--- src/rtl/icap_filter_pkg.sv ---
// Shared types for the input capture delay glitch filter.
package icap_filter_pkg;

    // Active-edge selection codes
    typedef enum logic [1:0] {
        EDGE_OFF  = 2'b00,
        EDGE_RISE = 2'b01,
        EDGE_FALL = 2'b10,
        EDGE_BOTH = 2'b11
    } edge_sel_e;

    // Delay selection codes
    typedef enum logic [1:0] {
        DLY_BYPASS = 2'b00,
        DLY_X1     = 2'b01,
        DLY_X2     = 2'b10,
        DLY_X4     = 2'b11
    } dly_sel_e;

    // Qualifier state
    typedef enum logic {
        ST_IDLE = 1'b0,
        ST_RUN  = 1'b1
    } qual_state_e;

endpackage

--- src/rtl/icap_sync.sv ---
// Multi-flop synchroniser for the raw capture pin.
// Assumes: the pin is asynchronous and STAGES >= 2. Reset value is 0.
module icap_sync #(
    parameter int STAGES = 2
) (
    input  logic clk,
    input  logic rst_n,
    input  logic async_i,
    output logic sync_o
);
    logic [STAGES-1:0] stage_q;

    genvar g;
    generate
        for (g = 0; g < STAGES; g++) begin : g_stage
            if (g == 0) begin : g_first
                // first stage samples the raw pin
                always_ff @(posedge clk) begin
                    if (!rst_n) stage_q[0] <= 1'b0;
                    else        stage_q[0] <= async_i;
                end
            end else begin : g_next
                // later stages shift the sample along
                always_ff @(posedge clk) begin
                    if (!rst_n) stage_q[g] <= 1'b0;
                    else        stage_q[g] <= stage_q[g-1];
                end
            end
        end
    endgenerate

    assign sync_o = stage_q[STAGES-1];
endmodule

--- src/rtl/icap_edge_detect.sv ---
// Detects the selected edge type on the synchronised pin.
// Gives the pre-edge level as a side output (the level one cycle before the change).
// Assumes: sync_i is already in the clk domain.
module icap_edge_detect
    import icap_filter_pkg::*;
(
    input  logic       clk,
    input  logic       rst_n,
    input  logic       sync_i,
    input  logic [1:0] edge_sel_i,
    output logic       edge_o,
    output logic       pre_level_o
);
    logic prev_q;
    logic rise, fall;

    // keep the previous synchronised level
    always_ff @(posedge clk) begin
        if (!rst_n) prev_q <= 1'b0;
        else        prev_q <= sync_i;
    end

    // classify the transition and gate it by the edge select
    always_comb begin
        rise = sync_i & ~prev_q;
        fall = ~sync_i & prev_q;
        unique case (edge_sel_e'(edge_sel_i))
            EDGE_RISE: edge_o = rise;
            EDGE_FALL: edge_o = fall;
            EDGE_BOTH: edge_o = rise | fall;
            default:   edge_o = 1'b0;
        endcase
    end

    assign pre_level_o = prev_q;

    // with the edge select off, nothing is detected
    assert_off_no_edge_R2: assert property (@(posedge clk) disable iff (!rst_n)
        (edge_sel_i == 2'b00) |-> !edge_o);

    // a detected edge always reflects a real level change
    assert_edge_is_change_R2: assert property (@(posedge clk) disable iff (!rst_n)
        edge_o |-> (sync_i != prev_q));
endmodule

--- src/rtl/icap_delay_qual.sv ---
// Delay counter and level qualifier.
// Bypass issues the strobe on the cycle after the edge. Otherwise it counts the
// selected number of cycles and then rechecks the pin against the pre-edge level.
// Assumes: the active edge spacing is longer than the selected delay. Edges during
// a count are dropped. A delay-select change during a count aborts it.
module icap_delay_qual
    import icap_filter_pkg::*;
#(
    parameter int BASE_DELAY = 256
) (
    input  logic       clk,
    input  logic       rst_n,
    input  logic       edge_i,
    input  logic       pre_level_i,
    input  logic       sync_i,
    input  logic [1:0] dly_sel_i,
    output logic       strobe_o
);
    localparam int LIM_W = $clog2(BASE_DELAY * 4) + 1;
    localparam logic [LIM_W-1:0] LIM1 = LIM_W'(BASE_DELAY);
    localparam logic [LIM_W-1:0] LIM2 = LIM_W'(BASE_DELAY * 2);
    localparam logic [LIM_W-1:0] LIM4 = LIM_W'(BASE_DELAY * 4);

    qual_state_e      state_q;
    logic [LIM_W-1:0] cnt_q;
    logic [LIM_W-1:0] lim_q;
    logic [LIM_W-1:0] lim_d;
    logic [1:0]       dly_q;
    logic             pre_q;
    logic             bypass, running, abort, done, start;

    // translate the delay code into a cycle count
    always_comb begin
        unique case (dly_sel_e'(dly_sel_i))
            DLY_X1:  lim_d = LIM1;
            DLY_X2:  lim_d = LIM2;
            DLY_X4:  lim_d = LIM4;
            default: lim_d = '0;
        endcase
    end

    // control decode
    always_comb begin
        bypass  = (dly_sel_i == 2'b00);
        running = (state_q == ST_RUN);
        abort   = running && (dly_sel_i != dly_q);
        done    = running && !abort && (cnt_q == lim_q - LIM_W'(1));
        start   = !running && edge_i && !bypass;
    end

    // remember the delay code so changes can be seen
    always_ff @(posedge clk) begin
        if (!rst_n) dly_q <= 2'b00;
        else        dly_q <= dly_sel_i;
    end

    // state, counter and captured pre-edge level
    always_ff @(posedge clk) begin
        if (!rst_n) begin
            state_q <= ST_IDLE;
            cnt_q   <= '0;
            lim_q   <= '0;
            pre_q   <= 1'b0;
        end else if (start) begin
            state_q <= ST_RUN;
            cnt_q   <= '0;
            lim_q   <= lim_d;
            pre_q   <= pre_level_i;
        end else if (abort || done) begin
            state_q <= ST_IDLE;
            cnt_q   <= '0;
        end else if (running) begin
            cnt_q   <= cnt_q + LIM_W'(1);
        end
    end

    // registered one-cycle qualified strobe
    always_ff @(posedge clk) begin
        if (!rst_n) strobe_o <= 1'b0;
        else        strobe_o <= (bypass && edge_i && !running) ||
                                (done && (sync_i != pre_q));
    end

    // the counter stays below the captured limit
    assert_count_bound_R1: assert property (@(posedge clk) disable iff (!rst_n)
        running |-> (cnt_q < lim_q));

    // a bypassed edge yields a strobe next cycle
    assert_bypass_pulse_R3: assert property (@(posedge clk) disable iff (!rst_n)
        (bypass && edge_i && !running) |=> strobe_o);

    // a strobe comes only from a finished count or a bypassed edge
    assert_strobe_source_R4: assert property (@(posedge clk) disable iff (!rst_n)
        strobe_o |-> ($past(state_q == ST_RUN) || $past(edge_i && dly_sel_i == 2'b00)));

    // an edge during a count neither restarts nor ends it
    assert_ignore_edge_R6: assert property (@(posedge clk) disable iff (!rst_n)
        (running && edge_i && !abort && !done) |=> (state_q == ST_RUN && cnt_q != '0));

    // a delay-select change aborts the count without a strobe
    assert_abort_idle_R7: assert property (@(posedge clk) disable iff (!rst_n)
        abort |=> (state_q == ST_IDLE && !strobe_o));

    // a completed count clears itself
    assert_auto_clear_R9: assert property (@(posedge clk) disable iff (!rst_n)
        done |=> (state_q == ST_IDLE && cnt_q == '0));
endmodule

--- src/rtl/icap_delay_filter.sv ---
// Top of the input capture delay glitch filter: synchroniser, edge detector,
// then the delay qualifier that drives the capture strobe.
// Assumes: edge_sel_i and dly_sel_i come from a register in the clk domain.
module icap_delay_filter #(
    parameter int SYNC_STAGES = 2,
    parameter int BASE_DELAY  = 256
) (
    input  logic       clk,
    input  logic       rst_n,
    input  logic       pin_i,
    input  logic [1:0] edge_sel_i,
    input  logic [1:0] dly_sel_i,
    output logic       strobe_o
);
    logic pin_sync;
    logic edge_hit;
    logic pre_level;

    icap_sync #(.STAGES(SYNC_STAGES)) u_sync (
        .clk     (clk),
        .rst_n   (rst_n),
        .async_i (pin_i),
        .sync_o  (pin_sync)
    );

    icap_edge_detect u_edge (
        .clk         (clk),
        .rst_n       (rst_n),
        .sync_i      (pin_sync),
        .edge_sel_i  (edge_sel_i),
        .edge_o      (edge_hit),
        .pre_level_o (pre_level)
    );

    icap_delay_qual #(.BASE_DELAY(BASE_DELAY)) u_qual (
        .clk         (clk),
        .rst_n       (rst_n),
        .edge_i      (edge_hit),
        .pre_level_i (pre_level),
        .sync_i      (pin_sync),
        .dly_sel_i   (dly_sel_i),
        .strobe_o    (strobe_o)
    );

    // a strobe never lasts two cycles while the pin is slow
    assert_single_cycle_R8: assert property (@(posedge clk) disable iff (!rst_n)
        (strobe_o && dly_sel_i != 2'b00) |=> !strobe_o);
endmodule

--- config.mk ---
export PLATFORM = sky130hd
export DESIGN_NAME = icap_delay_filter
export DESIGN_NICKNAME = d
export VERILOG_FILES = /design/src/rtl/icap_filter_pkg.sv /design/src/rtl/icap_sync.sv /design/src/rtl/icap_edge_detect.sv /design/src/rtl/icap_delay_qual.sv /design/src/rtl/icap_delay_filter.sv
export SDC_FILE = /design/constraint.sdc
export NUM_CORES = 1
export LEC_CHECK = 0
export CAP_MARGIN = 20
export CORE_MARGIN = 4
export CORE_UTILIZATION = 64
export CTS_CLUSTER_DIAMETER = 40
export CTS_CLUSTER_SIZE = 10
export DETAILED_ROUTE_END_ITERATION = 12
export DONT_BUFFER_PORTS = 1
export MAX_ROUTING_LAYER = met4
export PLACE_DENSITY = 0.8
export REMOVE_ABC_BUFFERS = 1
export SYNTH_ARGS = -nofsm -noshare
export SYNTH_HDL_FRONTEND = slang
export SYNTH_SLANG_ARGS = --single-unit
--- constraint.sdc ---
create_clock -name clk -period 5.47 [get_ports clk]
set_input_delay 1.094 -clock clk [delete_from_list [all_inputs] [get_ports clk]]
set_output_delay 1.094 -clock clk [all_outputs]
set_load 0.02 [all_outputs]
== Word level (Yosys, flattened, before mapping) ==
Cells that the tools add are included.
Word-level totals
  register bits after elaboration: 30
  input bits: 7
  output and inout port bits: 1
Cells by class
  add/subtract/negate cells: 2
  equal/unequal tests: 9
  mux-type cells: 4
  bitwise gates (word level): 6
  reductions and logical operators: 16
Operators by type and width (number)
  $pmux W11 S3: 1
  $add A11 B1 Y11 const B: 1
  $eq A11 B11 Y1: 1
  $sub A11 B1 Y11 const B: 1
  $eq A2 B2 Y1 const B: 4
  $logic_and A1 B1 Y1: 8
  $eq A2 B1 Y1 const B: 2
  $logic_not A1 Y1: 3
  $not A1 Y1: 3
  $pmux W1 S3: 1
  $reduce_or A3 Y1: 1
  $and A1 B1 Y1: 2
  $logic_not A2 Y1: 1
  $logic_or A1 B1 Y1: 2
  $mux W1: 2
  $ne A2 B2 Y1: 1
  $reduce_bool A2 Y1: 1
  $ne A1 B1 Y1: 1
  $or A1 B1 Y1: 1

== Logic depth before layout (Yosys ltp) ==
  depth in word-level cells: 8
  gate-level depth with buffers: 6

== Hierarchy ==
From an unflattened synthesis, not the netlist that was laid out.
Second synthesis, totals
  cells, all modules: 112
  area, all modules: 1109.8 um2
Modules (own cells, without submodules)
  icap_delay_qual: instances 1, cells each 97, area each 972.2 um2, seq. area each 380.4 um2
  icap_edge_detect: instances 1, cells each 11, area each 85.1 um2, seq. area each 20.0 um2
  icap_sync: instances 1, cells each 4, area each 52.6 um2, seq. area each 40.0 um2

== Least setup slack after synthesis ==
Ideal clock, no wire load.
  kind: in2reg
  from: input dly_sel_i[1]
  to: register u_qual.cnt_q[10]
  setup time: 139 ps
  arrival time: 2001 ps
  required time: 5331 ps
  setup slack: 3330 ps
  stages on the path: 4
  cell sequence: xor2_1 -> nor2_1 -> o211ai_1 -> nor3_1
On the way
  word-level cells in the longest chain between the ends: 7
  elaborated cells between the ends (all ways): 10
RTL lines
  start, declared: RTL line icap_delay_filter.sv:12  | input logic [1:0] dly_sel_i,
  $ne A2 B2 Y1: RTL line icap_delay_qual.sv:46  | abort = running && (dly_sel_i != dly_q);
  $logic_and A1 B1 Y1: RTL line icap_delay_qual.sv:46
  $logic_not A1 Y1: RTL line icap_delay_qual.sv:47  | done = running && !abort && (cnt_q == lim_q - LIM_W'(1));
  $logic_and A1 B1 Y1 (2 in series): RTL line icap_delay_qual.sv:47
  $logic_or A1 B1 Y1: RTL line icap_delay_qual.sv:69  | end else if (abort || done) begin
  $reduce_or A3 Y1 (no source line) (*)
  end signal, assigned: RTL line icap_delay_qual.sv:73  | cnt_q <= cnt_q + LIM_W'(1);
  end, declared: RTL line icap_delay_qual.sv:25  | logic [LIM_W-1:0] cnt_q;
Every way passes the cells marked *; elsewhere a longest branch is shown, timed or not.
A chain may end at the register's enable or synchronous reset.

== Final worst setup path ==
  from: input dly_sel_i[0]
  to: register u_qual.cnt_q[4]
Same word-level chain as after synthesis.

==> metrics.txt <==
max incr delay on CP=between 0.5 and 0.6 ns; achievable frequency=roughly 500 MHz; setup violators final=0; Rows=14; max-cap violation count=0; Worst setup EP type=flop; top cells by area, synth=dfxtp_1, xor2_1, ha_1; CTS Buf Count=3; total grt overflow=0; CTS root buffer=clkbuf_4; Max FO, Critical Path=8; RSZ-0062 raised after global routing=no; clk_lat worst skew=0.30 ns; area taken by flip-flops and latches=approximately 440 µm²; Final Cell Area=1080 µm²; Crit Path Class=input port to flop; Core ar.=~1500 µm²; crit path time final=approximately 2.0 ns; htree depth=1; most used routing layer in global routing=met2; Post-Route WL=between 1500 and 2000 µm; Slew Viols, Final=0; final worst slack=around 3.4 ns; commonest non-fill, non-tap cell in the layout=dfxtp_1; Power Dens Cells=between 200 and 250 nW/µm²; Inst Count DP=roughly 130; met3 Usage GRT=~4%; CP cell instances=xor2_1, nor2_1, o211ai_1, nor3_1; DRC=0; Hold Crit Class=flop to flop; Critical Path RT=between 5 and 6 ns; most frequent cells in the layout=dfxtp_1, nor3_1, xor2_1; Routed Antenna Nets=0; crit start category=input port; met2 usage=29.3%; post-cts resize count=0; Leak=just over 0.4 nW; CTS tree=done; number of buffers on the longest clock path=2; wire per inst=between 15 and 20 µm; Ports=8; chip height=about 49 µm; first-pass detailed-route iteration total=4; Hold Buf Count CTS=0; met1 Use GR=about a quarter; synthesized instance count=roughly 110; Hold Fails Final Rpt=0; clk_skew=approximately 0.0045 ns; critical path data arrival time=2.22 ns; Synth Warn #=0; layout cell share with drive strength beyond 1=between 4 and 5%; vias in the first global route=between 800 and 900; initial antenna violation count=0; setup bufs post-CTS=0; Filler cells=approximately 130; input/output buffers=0; synthesized area=1060 µm²; chip width=just under 50 µm; register area share after synthesis=41.5%; Post-DP HPWL=about 1500 µm; number of diodes=0; Non-Filler Instances=~130; Mean Syn Cell Area=around 9.6 µm²; gpl congestion=around 0.79; clock-pin slew on the worst setup and hold paths=approximately 0.11 ns; First DRT Iteration DRCs=23; slowest CP cell=o211ai_1; post-synth top area share=approximately two fifths; number of library cell types mapped by synthesis=32; Sum Neg Setup Slack=0 ns; Slew headroom=60.0%; fin nets=125; pre-CTS setup slack=about 3.1 ns; P&R area growth vs syn=1.89%; Worst path top cell family by delay=compound AO/OA/AOI/OAI gates; clock sink total=22; area post-placement=1060 µm²; status=finished, final reports clean; die area=between 2000 and 2500 µm²; Synth area leader=dfxtp_1; Final period util=approximately 37%; Buf/Inv on CP=0; DR vias/cell=between 6 and 7; Worst VDD drop=approximately 0.00016 V; largest net degree at the start of global routing=12; Vias=~810; first-pass GRT wire length=approximately 3500 µm; synthesis-stage register bit count=22; Multi-input gate area=around 570 µm²; initial core utilization=68.8%; Overall Global Routing Usage=around 18%; Worst-Margin Slew=around 0.60 ns
state kept, by name (all words and copies together) (netlist names):
name / count
u_qual.cnt_q: 11
u_qual.lim_q: 3
u_qual.dly_q: 2
u_edge.pre_level_o: 1
u_qual.pre_q: 1
u_qual.running: 1
u_qual.strobe_o: 1
u_sync.stage_q: 1
u_sync.sync_o: 1
Yosys cell counts, drive strengths merged:
master,instances
dfxtp,22
nor3,10
xor2,9
inv,7
nor2,7
nand2,6
a21oi,4
and2,4
ha,4
nand3,4
nand4,4
o211ai,4
xnor2,4
a221oi,2
buf,2
nand2b,2
o21ai,2
a21boi,1
a311o,1
a32o,1
and3,1
and4,1
mux2i,1
nand4b,1
nor4,1
o2111ai,1
o21a,1
o21bai,1
o31ai,1
or2,1
xnor3,1
cells by family after synthesis:
family          after synthesis  share of synthesized area (%)
fa+ha+maj                     4                           4.72
flops                        22                           41.5
compound gates               19                           12.9
xor+xnor                     14                           12.9
simple gates                 42                           22.5
mux                           1                          0.943
buf+inv                       9                           4.60
routing by layer:
layer  up-vias  routed length (µm)
met4         0                  23
met3         4                 107
met1       380                 878
met5         -                   0
li1        399                   -
met2        29                 943
report_power, final:
part / internal, mW / switching (mW) / leakage, nW / total, mW
clock network: 0.0257 / 0.0449 / 0.0138 / 0.0706
registers: 0.163 / 0.00245 / 0.179 / 0.166
logic: 0.00711 / 0.0117 / 0.214 / 0.0188
layout make-up:
cell class,instances,area share (%)
Tap cell,16,1.85
Clock buffer,3,2.08
Inverter,7,2.43
Multi-Input combinational cell,80,52.9
Sequential cell,22,40.7
metrics by stage:
step | util, % | hold WS, ns | total power, mW
2_1_floorplan | - | 0.412 | 0.184
3_5_place_dp | 68.7 | 0.425 | 0.188
6_report | 70.1 | 0.453 | 0.255
3_3_place_gp | 68.7 | 0.422 | 0.187
4_1_cts | 70.1 | 0.454 | 0.256
5_1_grt | 70.1 | 0.473 | 0.267
final timing paths:
kind                            slack, ns         startpoint  cells after the start              end
worst min-delay path                 0.45  u_sync.stage_q[0]                      1    u_sync.sync_o
worst min register to register       0.45  u_sync.stage_q[0]                      1    u_sync.sync_o
worst max-delay path                 3.43       dly_sel_i[0]                      4  u_qual.cnt_q[4]
worst max register to register       3.52    u_qual.cnt_q[0]                      5  u_qual.cnt_q[4]
No activity file was read; power rests on OpenSTA's default activity.
